<file path="config.mk">
export PLATFORM = sky130hd
export DESIGN_NAME = nand_rdy_irq
export DESIGN_NICKNAME = d
export VERILOG_FILES = /design/src/rtl/nri_pkg.sv /design/src/rtl/nri_sync.sv /design/src/rtl/nri_edge.sv /design/src/rtl/nri_regs.sv /design/src/rtl/nand_rdy_irq.sv
export SDC_FILE = /design/constraint.sdc
export NUM_CORES = 1
export LEC_CHECK = 0
export BUFFER_PORTS_ARGS = -buffer_cell sky130_fd_sc_hd__buf_4
export CELL_PAD_IN_SITES_DETAIL_PLACEMENT = 0
export CELL_PAD_IN_SITES_GLOBAL_PLACEMENT = 1
export CORE_MARGIN = 5
export CORE_UTILIZATION = 33
export CTS_CLUSTER_DIAMETER = 50
export DETAILED_ROUTE_END_ITERATION = 8
export PLACE_DENSITY = 0.72
export RECOVER_POWER = 100
export SYNTH_ARGS = -nofsm -noshare
export SYNTH_HDL_FRONTEND = slang
export SYNTH_SLANG_ARGS = --single-unit
</file>
<file path="constraint.sdc">
create_clock -name clk -period 1.1 [get_ports clk]
set_input_delay 0.33 -clock clk [delete_from_list [all_inputs] [get_ports clk]]
set_output_delay 0.33 -clock clk [all_outputs]
set_load 0.02 [all_outputs]
</file>
<file path="src/rtl/nri_pkg.sv">
`timescale 1ns/1ps
package nri_pkg;
   localparam int unsigned NRI_AW    = 2;
   localparam int unsigned NRI_DW    = 8;
   localparam int unsigned BUSY_BIT  = 7;
   localparam int unsigned GEN_BIT   = 7;
   localparam int unsigned RDY_SRC   = 0;

   typedef enum logic [NRI_AW-1:0] {
      REG_LEVEL = 2'd0,
      REG_EVT   = 2'd1,
      REG_MASK  = 2'd2,
      REG_RSVD  = 2'd3
   } nri_reg_e;
endpackage

</file>
<file path="src/rtl/nri_sync.sv">
`timescale 1ns/1ps
module nri_sync #(
   parameter int unsigned STAGES  = 2,
   parameter bit          RST_VAL = 1'b1
) (
   input  logic clk,
   input  logic rst_n,
   input  logic d,
   output logic q
);
   logic [STAGES-1:0] chain;

   always_ff @(posedge clk or negedge rst_n) begin
      if (!rst_n) chain <= {STAGES{RST_VAL}};
      else        chain <= {chain[STAGES-2:0], d};
   end

   assign q = chain[STAGES-1];
endmodule

</file>
<file path="src/rtl/nri_edge.sv">
`timescale 1ns/1ps
module nri_edge #(
   parameter bit RST_VAL = 1'b1
) (
   input  logic clk,
   input  logic rst_n,
   input  logic lvl,
   output logic rise
);
   logic prev;

   always_ff @(posedge clk or negedge rst_n) begin
      if (!rst_n) prev <= RST_VAL;
      else        prev <= lvl;
   end

   assign rise = lvl & ~prev;
endmodule

</file>
<file path="src/rtl/nri_regs.sv">
`timescale 1ns/1ps
module nri_regs
   import nri_pkg::*;
#(
   parameter int unsigned NSRC = 4
) (
   input  logic              clk,
   input  logic              rst_n,
   input  logic [NSRC-1:0]   set_evt,
   input  logic              evt_wr,
   input  logic              mask_wr,
   input  logic [NRI_DW-1:0] wdata,
   output logic [NSRC-1:0]   evt_q,
   output logic [NRI_DW-1:0] mask_q,
   output logic              irq
);
   logic [NSRC-1:0] clr_vec;
   logic [NSRC-1:0] evt_d;

   always_comb begin
      clr_vec = evt_wr ? wdata[NSRC-1:0] : '0;
      evt_d   = (evt_q & ~clr_vec) | set_evt;
   end

   always_ff @(posedge clk or negedge rst_n) begin
      if (!rst_n) begin
         evt_q  <= '0;
         mask_q <= '0;
      end else begin
         evt_q <= evt_d;
         if (mask_wr) mask_q <= wdata;
      end
   end

   assign irq = mask_q[GEN_BIT] & (|(evt_q & mask_q[NSRC-1:0]));
endmodule

</file>
<file path="src/rtl/nand_rdy_irq.sv">
`timescale 1ns/1ps
module nand_rdy_irq
   import nri_pkg::*;
#(
   parameter int unsigned SYNC_STAGES = 2,
   parameter int unsigned NSRC        = 4,
   parameter bit          RDY_RST     = 1'b1
) (
   input  logic              clk,
   input  logic              rst_n,
   input  logic              rb_raw,
   input  logic [NRI_AW-1:0] reg_addr,
   input  logic              reg_wr,
   input  logic [NRI_DW-1:0] reg_wdata,
   output logic [NRI_DW-1:0] reg_rdata,
   output logic              irq_o
);
   localparam int unsigned PAD_W = NRI_DW - NSRC;

   if (SYNC_STAGES < 2) begin : g_bad_sync
      $error("nand_rdy_irq: SYNC_STAGES must be at least 2");
   end
   if (NSRC < 1 || NSRC > GEN_BIT) begin : g_bad_nsrc
      $error("nand_rdy_irq: NSRC must lie in 1..7");
   end

   logic            rb_sync;
   logic            rise;
   logic [NSRC-1:0] set_evt;
   logic [NSRC-1:0] evt_q;
   logic [NRI_DW-1:0] mask_q;
   logic            evt_wr;
   logic            mask_wr;

   nri_sync #(.STAGES(SYNC_STAGES), .RST_VAL(RDY_RST)) u_sync (
      .clk(clk), .rst_n(rst_n), .d(rb_raw), .q(rb_sync)
   );

   nri_edge #(.RST_VAL(RDY_RST)) u_edge (
      .clk(clk), .rst_n(rst_n), .lvl(rb_sync), .rise(rise)
   );

   if (NSRC > 1) begin : g_spare
      assign set_evt = {{(NSRC-1){1'b0}}, rise};
   end else begin : g_single
      assign set_evt = rise;
   end

   assign evt_wr  = reg_wr && (reg_addr == REG_EVT);
   assign mask_wr = reg_wr && (reg_addr == REG_MASK);

   nri_regs #(.NSRC(NSRC)) u_regs (
      .clk(clk), .rst_n(rst_n), .set_evt(set_evt), .evt_wr(evt_wr),
      .mask_wr(mask_wr), .wdata(reg_wdata), .evt_q(evt_q),
      .mask_q(mask_q), .irq(irq_o)
   );

   always_comb begin
      unique case (reg_addr)
         REG_LEVEL: reg_rdata = {~rb_sync, {BUSY_BIT{1'b0}}};
         REG_EVT:   reg_rdata = {{PAD_W{1'b0}}, evt_q};
         REG_MASK:  reg_rdata = mask_q;
         default:   reg_rdata = '0;
      endcase
   end
endmodule

</file>
==> results_tabular.tex, run 1 <==
\begin{tabular}{lr}
\hline
Metric & Value \\
\hline
\multicolumn{2}{l}{\textbf{Clocking}} \\
Register clock-pin slew on the reported worst setup and hold paths & 80 ps \\
Clock tree from TritonCTS & done \\
Total clock buffers created by CTS & 3 \\
Source-to-sink clock delay at the later pin of the worst-skew pair & 270 ps \\
H-tree lvl count & 1 \\
\# clock sinks & 15 \\
Clk root buf & clkbuf\_4 \\
Maximum buffer depth of the clock tree & 2 \\
\multicolumn{2}{l}{\textbf{Final layout}} \\
Diodes inserted & 0 \\
Fraction of layout instances using a drive strength above 1 & 65.8\% \\
Area growth from synthesis to final layout & 54.0\% \\
Total Nets Final & 94 \\
\multicolumn{2}{l}{\textbf{Critical path}} \\
Dominant delay contributor by cell family on the critical path & flip-flops \\
Crit-path cells & or2\_4 > a21oi\_4 > buf\_6 \\
Worst flop-to-flop path endpoint & u\_regs.evt\_q[3] \\
Flop2flop setup slack & 200 ps \\
Req. time, crit path & 770 ps \\
Register-to-Register Path Depth & 3 \\
Critical path peak fanout & 2 \\
Arrival time reported for the critical path endpoint & 1120 ps \\
Critical path type & register to output port \\
Worst reg2reg path startpoint & u\_regs.evt\_q[3] \\
Buffers \& Inverters on Critical Path & 1 \\
Slowest cell on the critical path & dfstp\_2 \\
Max stage delay on crit path & 380 ps \\
First element of the critical path & u\_sync.chain[1] \\
Total stage count of the critical path & 3 \\
CP Launch Type & register \\
Category of the worst setup path capture point & output port \\
\multicolumn{2}{l}{\textbf{Floorplan}} \\
Core area & 0.00192 sq mm \\
Std cell rows & 16 \\
Effective utilization at floorplan & 34.0\% \\
Die span in y & 54.5 um \\
Total die area & 0.00297 sq mm \\
Floorplan die width & 54.5 um \\
Top-Level Pins & 23 \\
\multicolumn{2}{l}{\textbf{Detailed routing}} \\
DR WL/cell & 13.1 um \\
Routed wire length & 1380 um \\
Final routed DRC violation total & 0 \\
DRT antenna net count & 0 \\
Count of routing violations after the opening detailed-route iteration & 0 \\
Vias/cell & 4.65 \\
First-pass iteration count of the detailed router & 1 \\
Count of vias placed by the detailed router & 493 \\
\multicolumn{2}{l}{\textbf{Logic synthesis}} \\
Synthesized netlist cell count & 46 \\
Portion of synthesized cell area occupied by the leading cell type & 46.0\% \\
Most used flip-flop cell after synthesis & dfrtp\_1 \\
Number of distinct library cell variants in the gate-level netlist after synthesis & 16 \\
Number of storage elements in the synthesis netlist & 15 \\
Seq/Total Area, Yosys & 58.0\% \\
Mean cell area of the mapped netlist & 14.2 sq um \\
Synth warn & 0 \\
Top post-synthesis cells by area & dfrtp\_1 (46\%), mux2\_2 (14\%), dfstp\_2 (12\%) \\
Cell taking the most area after synthesis & dfrtp\_1 \\
Number of synthesized flops with an enable pin & 0 \\
Net count after synthesis & 60 \\
Post-synthesis instance area & 653 sq um \\
Ys async rst share & 100\% \\
\multicolumn{2}{l}{\textbf{Global route}} \\
Wire length of the first global-routing pass & 2280 um \\
GRT Overall Usage & 10.9\% \\
Vias in the first global route & 511 \\
Pin count of the biggest net entering global routing & 16 \\
Total overflow reported by the global router & 0 \\
Initial antenna violation count & 0 \\
\multicolumn{2}{l}{\textbf{Timing}} \\
Clock period minus worst slack & 1450 ps \\
Final Hold Viols & 0 \\
Pin slew with the least headroom to its limit & 371 ps \\
Skew final & 0.0468 ps \\
Number of failing setup endpoints in the final timing report & 9 \\
Max-slew violation total from the final report & 0 \\
Unrepaired setup endpoints after global routing & true \\
Maximum clock rate & 0.691 GHz \\
Worst rel slew slack & 75.3\% \\
Part of the cycle the worst path needs & 132\% \\
Smallest setup slack after layout & -347 ps \\
\multicolumn{2}{l}{\textbf{Placed design}} \\
Final HPWL from detailed placement & 1030 um \\
Placement-stage worst setup slack & -283 ps \\
Count of port buffers added during placement & 22 \\
Final Wtd Congestion & 0.724 \\
\multicolumn{2}{l}{\textbf{Power}} \\
Power density cells & 1270 mW/mm\^{}2 \\
Sequential cell fraction of total power & 52.1\% \\
Tot Pwr & 1.28 mW \\
Leakage power of the design & 0.472 nW \\
Switch Pwr & 0.330 mW \\
Switching Share & 25.8\% \\
Clock share of power & 23.4\% \\
Worst vdd rail ir drop & 0.791 mV \\
Fraction of power consumed by combinational cells & 24.4\% \\
Cell Int Power & 0.949 mW \\
\multicolumn{2}{l}{\textbf{Min path}} \\
Hold Path Class & input port to register \\
Worst hold path startpoint & rb\_raw \\
Endpoint, Worst Hold & u\_sync.chain[0] \\
Worst hold path cell count & 1 \\
\multicolumn{2}{l}{\textbf{Run}} \\
Count of maximum capacitance violations & 0 \\
\multicolumn{2}{l}{\textbf{Outcome}} \\
Violations in the final reports & negative setup slack \\
Run status & complete, but fails checks \\
\hline
\end{tabular}
==> sequential cells by signal, summed over array words and instances (netlist names) <==
signal,cells
u_edge.prev,1
u_regs.evt_q,4
u_regs.mask_q,8
u_sync.chain,2
==> kinds of logic (layout without fill, tap and decap cells) <==
logic type / count (synthesis) / in the layout / share of synthesized area [%]
flip-flops: 15 / 15 / 58.0
buffers and inverters: 1 / 34 / 0.574
AO/OA/AOI/OAI: 12 / 12 / 14.4
AND/OR/NAND/NOR: 10 / 10 / 13.2
multiplexers: 8 / 8 / 13.8
==> worst register-to-register path, cell delays in order, from the launching register on <==
cell and delay (ps):
dfrtp_1 400, clkbuf_4 140, buf_4 120, a21boi_0 120
==> stage by stage <==
stage | TNS [ps] | utilization (%) | cells | hold WS (ps) | cell area, sq um
after CTS | -2330 | 52.0 | 104 | 144 | 998
after global routing | -2650 | 52.3 | 106 | 135 | 1010
after detailed placement | -3440 | 46.4 | 98 | 196 | 892
after global placement | -3320 | 46.4 | 98 | 194 | 892
after floorplan | -350 | - | 46 | 34.4 | 671
final | -2170 | 52.3 | 106 | 159 | 1010
==> cells in the final DEF (no fill, tap or decap), types with 2 or more instances in the layout <==
master,count
a21boi_0,3
a22o_1,5
a22oi_2,2
and2_4,3
buf_4,13
buf_6,11
clkbuf_1,2
clkbuf_4,5
dfrtp_1,12
dfstp_2,3
mux2_2,8
==> Yosys cell counts, drive strengths merged, types with 2 or more instances <==
cell type  number
mux2            8
dfrtp          12
a22o            5
a22oi           2
a21boi          4
and2            3
dfstp           3
==> worst max-delay path by stage <==
stage and endpoint:
2_1_floorplan reg_rdata[0], 3_3_place_gp reg_rdata[3], 3_5_place_dp reg_rdata[3], 4_1_cts reg_rdata[7], 5_1_grt reg_rdata[7], 6_report reg_rdata[7]
==> routing by layer <==
metal,part of all wire [%],wire [um],vias to the layer above,track usage [%]
met4,1.4,19,0,4.98
met5,0,0,-,0
met3,5.9,82,2,2.45
met2,47,645,16,18.1
li1,-,-,239,-
met1,46,637,236,13.3
==> power groups by stage <==
stage / sequential (mW) / clock [mW] / combinational, mW
global route: 0.675 / 0.346 / 0.337
floorplan: 0.658 / 0 / 0.155
finish: 0.667 / 0.300 / 0.313
global placement: 0.669 / 0 / 0.271
detailed placement: 0.672 / 0 / 0.276
CTS: 0.667 / 0.320 / 0.316
==> area by class of cell <==
class	count	area [sq um]
Clock buffer	4	26.3
Fill cell	201	916
Inverter	1	3.75
Multi-Input combinational cell	30	308
Sequential cell	15	379
Tap cell	27	33.8
Timing Repair Buffer	29	255
==> repair_timing <==
action	4_1_cts	5_1_grt
buffers inserted	1	2
gates resized for setup	18	0
endpoints found under the setup margin	9	9
hold endpoints to repair	12	0
hold buffers	1	0
pin swaps	3	1
gates cloned	0	0
Note: power is estimated with default switching activity, not from simulation.
==> run 2, diff against run 1 <==
PLACE_DENSITY = default   (was 0.72)
PLACE_DENSITY_LB_ADDON = 0.1   (was default)
==> run 2 against run 1 <==
Compared with the run above:
- worst hold slack better by 7.4 ps
- core utilization is 1.3 points higher
- clock power hardly changed
- setup slack worse by 27 ps
- the flow still finishes with violations (negative setup slack)
- via count is 3.0% higher
==> results_tabular.tex, run 2 (synthesis gave the netlist of run 1 again) <==
\begin{tabular}{lr}
\hline
Metric & Value \\
\hline
\multicolumn{2}{l}{\textbf{Outcome}} \\
Run status & complete, but fails checks (unchanged) \\
Violations in the final reports & negative setup slack (unchanged) \\
\multicolumn{2}{l}{\textbf{Critical path}} \\
Category of the worst setup path capture point & output port (unchanged) \\
Dominant delay contributor by cell family on the critical path & flip-flops (unchanged) \\
Buffers \& Inverters on Critical Path & 2 (was 1) \\
Critical path peak fanout & 2 (unchanged) \\
Critical path type & register to output port (unchanged) \\
CP Launch Type & register (unchanged) \\
Max stage delay on crit path & 400 ps (was 380 ps) \\
Crit-path cells & buf\_4 > a22o\_1 > buf\_6 (was or2\_4 > a21oi\_4 > buf\_6) \\
Arrival time reported for the critical path endpoint & 1140 ps (was 1120 ps) \\
Req. time, crit path & 770 ps (about the same) \\
Slowest cell on the critical path & dfrtp\_1 (was dfstp\_2) \\
\multicolumn{2}{l}{\textbf{Timing}} \\
Worst rel slew slack & 76.0\% (was 75.3\%) \\
Skew final & 7.44 ps (was 0.0468 ps) \\
Summed negative setup slack over all endpoints & -2540 ps (was -2170 ps) \\
Final Hold Viols & 0 (unchanged) \\
Number of failing setup endpoints in the final timing report & 9 (unchanged) \\
Part of the cycle the worst path needs & 134\% (was 132\%) \\
Smallest setup slack after layout & -375 ps (was -347 ps) \\
Maximum clock rate & 0.678 GHz (was 0.691 GHz) \\
Max-slew violation total from the final report & 0 (unchanged) \\
Unrepaired setup endpoints after global routing & true (unchanged) \\
Pin slew with the least headroom to its limit & 360 ps (was 371 ps) \\
Clock period minus worst slack & 1470 ps (was 1450 ps) \\
\multicolumn{2}{l}{\textbf{Clocking}} \\
Register clock-pin slew on the reported worst setup and hold paths & 90 ps (was 80 ps) \\
H-tree lvl count & 1 (unchanged) \\
\# clock sinks & 15 (unchanged) \\
Clock tree from TritonCTS & done (unchanged) \\
Maximum buffer depth of the clock tree & 2 (unchanged) \\
Source-to-sink clock delay at the later pin of the worst-skew pair & 270 ps (about the same) \\
Clk root buf & clkbuf\_4 (unchanged) \\
Total clock buffers created by CTS & 3 (unchanged) \\
\multicolumn{2}{l}{\textbf{Floorplan}} \\
Total die area & 0.00297 sq mm (unchanged) \\
Top-Level Pins & 23 (unchanged) \\
Floorplan die width & 54.5 um (unchanged) \\
Std cell rows & 16 (unchanged) \\
Die span in y & 54.5 um (unchanged) \\
Core area & 0.00192 sq mm (unchanged) \\
Effective utilization at floorplan & 34.0\% (unchanged) \\
\multicolumn{2}{l}{\textbf{Power}} \\
Worst vdd rail ir drop & 0.964 mV (was 0.791 mV) \\
Power density cells & 1280 mW/mm\^{}2 (was 1270 mW/mm\^{}2) \\
Leakage power of the design & 0.487 nW (was 0.472 nW) \\
\multicolumn{2}{l}{\textbf{Global route}} \\
Pin count of the biggest net entering global routing & 16 (unchanged) \\
GRT Overall Usage & 11.3\% (was 10.9\%) \\
Vias in the first global route & 524 (was 511) \\
Wire length of the first global-routing pass & 2430 um (was 2280 um) \\
Total overflow reported by the global router & 0 (unchanged) \\
Initial antenna violation count & 0 (unchanged) \\
\multicolumn{2}{l}{\textbf{Detailed routing}} \\
First-pass iteration count of the detailed router & 2 (was 1) \\
Vias/cell & 4.66 (was 4.65) \\
DR WL/cell & 13.8 um (was 13.1 um) \\
Final routed DRC violation total & 0 (unchanged) \\
Routed wire length & 1510 um (was 1380 um) \\
Count of routing violations after the opening detailed-route iteration & 1 (was 0) \\
DRT antenna net count & 0 (unchanged) \\
Count of vias placed by the detailed router & 508 (was 493) \\
\multicolumn{2}{l}{\textbf{Final layout}} \\
Area growth from synthesis to final layout & 57.9\% (was 54.0\%) \\
Diodes inserted & 0 (unchanged) \\
Commonest cells after routing, fill and taps aside & buf\_4 (15), dfrtp\_1 (12), buf\_6 (10), mux2\_2 (8) (was buf\_4 (13), dfrtp\_1 (12), buf\_6 (11), mux2\_2 (8)) \\
Cell area after layout & 0.00103 sq mm (was 0.00101 sq mm) \\
Largest registers & u\_regs.mask\_q x8, u\_regs.evt\_q x4, u\_sync.chain x2 (unchanged) \\
Total Nets Final & 97 (was 94) \\
Register with the most flip-flops & u\_regs.mask\_q (unchanged) \\
Most common library cell in the layout ignoring fill and taps & buf\_4 (unchanged) \\
Final-layout fill cell count & 196 (was 201) \\
Flip-flop count of the largest register after layout & 8 (unchanged) \\
Fraction of layout instances using a drive strength above 1 & 68.3\% (was 65.8\%) \\
\multicolumn{2}{l}{\textbf{Placed design}} \\
Final Wtd Congestion & 0.708 (was 0.724) \\
Count of port buffers added during placement & 22 (unchanged) \\
Final HPWL from detailed placement & 1180 um (was 1030 um) \\
Placement-stage worst setup slack & -333 ps (was -283 ps) \\
Cell area reported after detailed placement & 922 sq um (was 892 sq um) \\
\multicolumn{2}{l}{\textbf{Run}} \\
Count of maximum capacitance violations & 0 (unchanged) \\
\multicolumn{2}{l}{\textbf{Min path}} \\
Hold Path Class & input port to register (unchanged) \\
\hline
\end{tabular}
[run 2: through the flow]
step | std cells | utilization, % | power (mW) | hold slack (ps)
final | 109 | 53.6 | 1.32 | 167
after detailed placement | 102 | 48.0 | 0.975 | 193
after global placement | 102 | 48.0 | 0.972 | 194
after global routing | 109 | 53.6 | 1.40 | 149
after floorplan | 46 | - | 0.813 | 34.4
after CTS | 107 | 53.0 | 1.32 | 158
[run 2: per-layer routing]
metal	up-vias	wire length [um]	GRT usage [%]
li1	246	-	-
met1	246	742	15.8
met2	14	685	17.7
met3	2	74	1.91
met4	0	5	3.73
met5	-	0	0
[run 2: area by class of cell]
class	instances	area, sq um	area share [%]
Inverter	1	3.75	0.364
Tap cell	27	33.8	3.28
Clock buffer	4	26.3	2.55
Sequential cell	15	379	36.8
Timing Repair Buffer	32	279	27.1
Multi-Input combinational cell	30	309	30.0
[run 2: path summary, 6_finish.rpt]
check,start,endpoint,slack [ps],cells after the start
hold reg to reg,u_sync.chain[0],u_sync.chain[1],360,0
hold / removal,rb_raw,u_sync.chain[0],170,1
setup reg to reg,u_regs.mask_q[6],u_regs.mask_q[6],120,3
min in group asynchronous,rst_n,u_regs.mask_q[1],490,2
max in group asynchronous,rst_n,u_edge.prev,300,2
setup / recovery,u_regs.mask_q[2],reg_rdata[2],-370,3
[run 2: repair_timing]
item                                   4_1_cts  5_1_grt
pin swaps                                    1        0
cloned                                       0        0
setup endpoints to repair                    9        9
resized for setup                           18        2
hold buffers                                 1        0
buffers inserted                             1        2
endpoints found under the hold margin       12        0
[run 2: power breakdown]
group	switching, mW	internal (mW)	total, mW
combinational	0.137	0.216	0.353
sequential	0.0477	0.620	0.668
clock	0.157	0.140	0.297
total	0.342	0.977	1.32
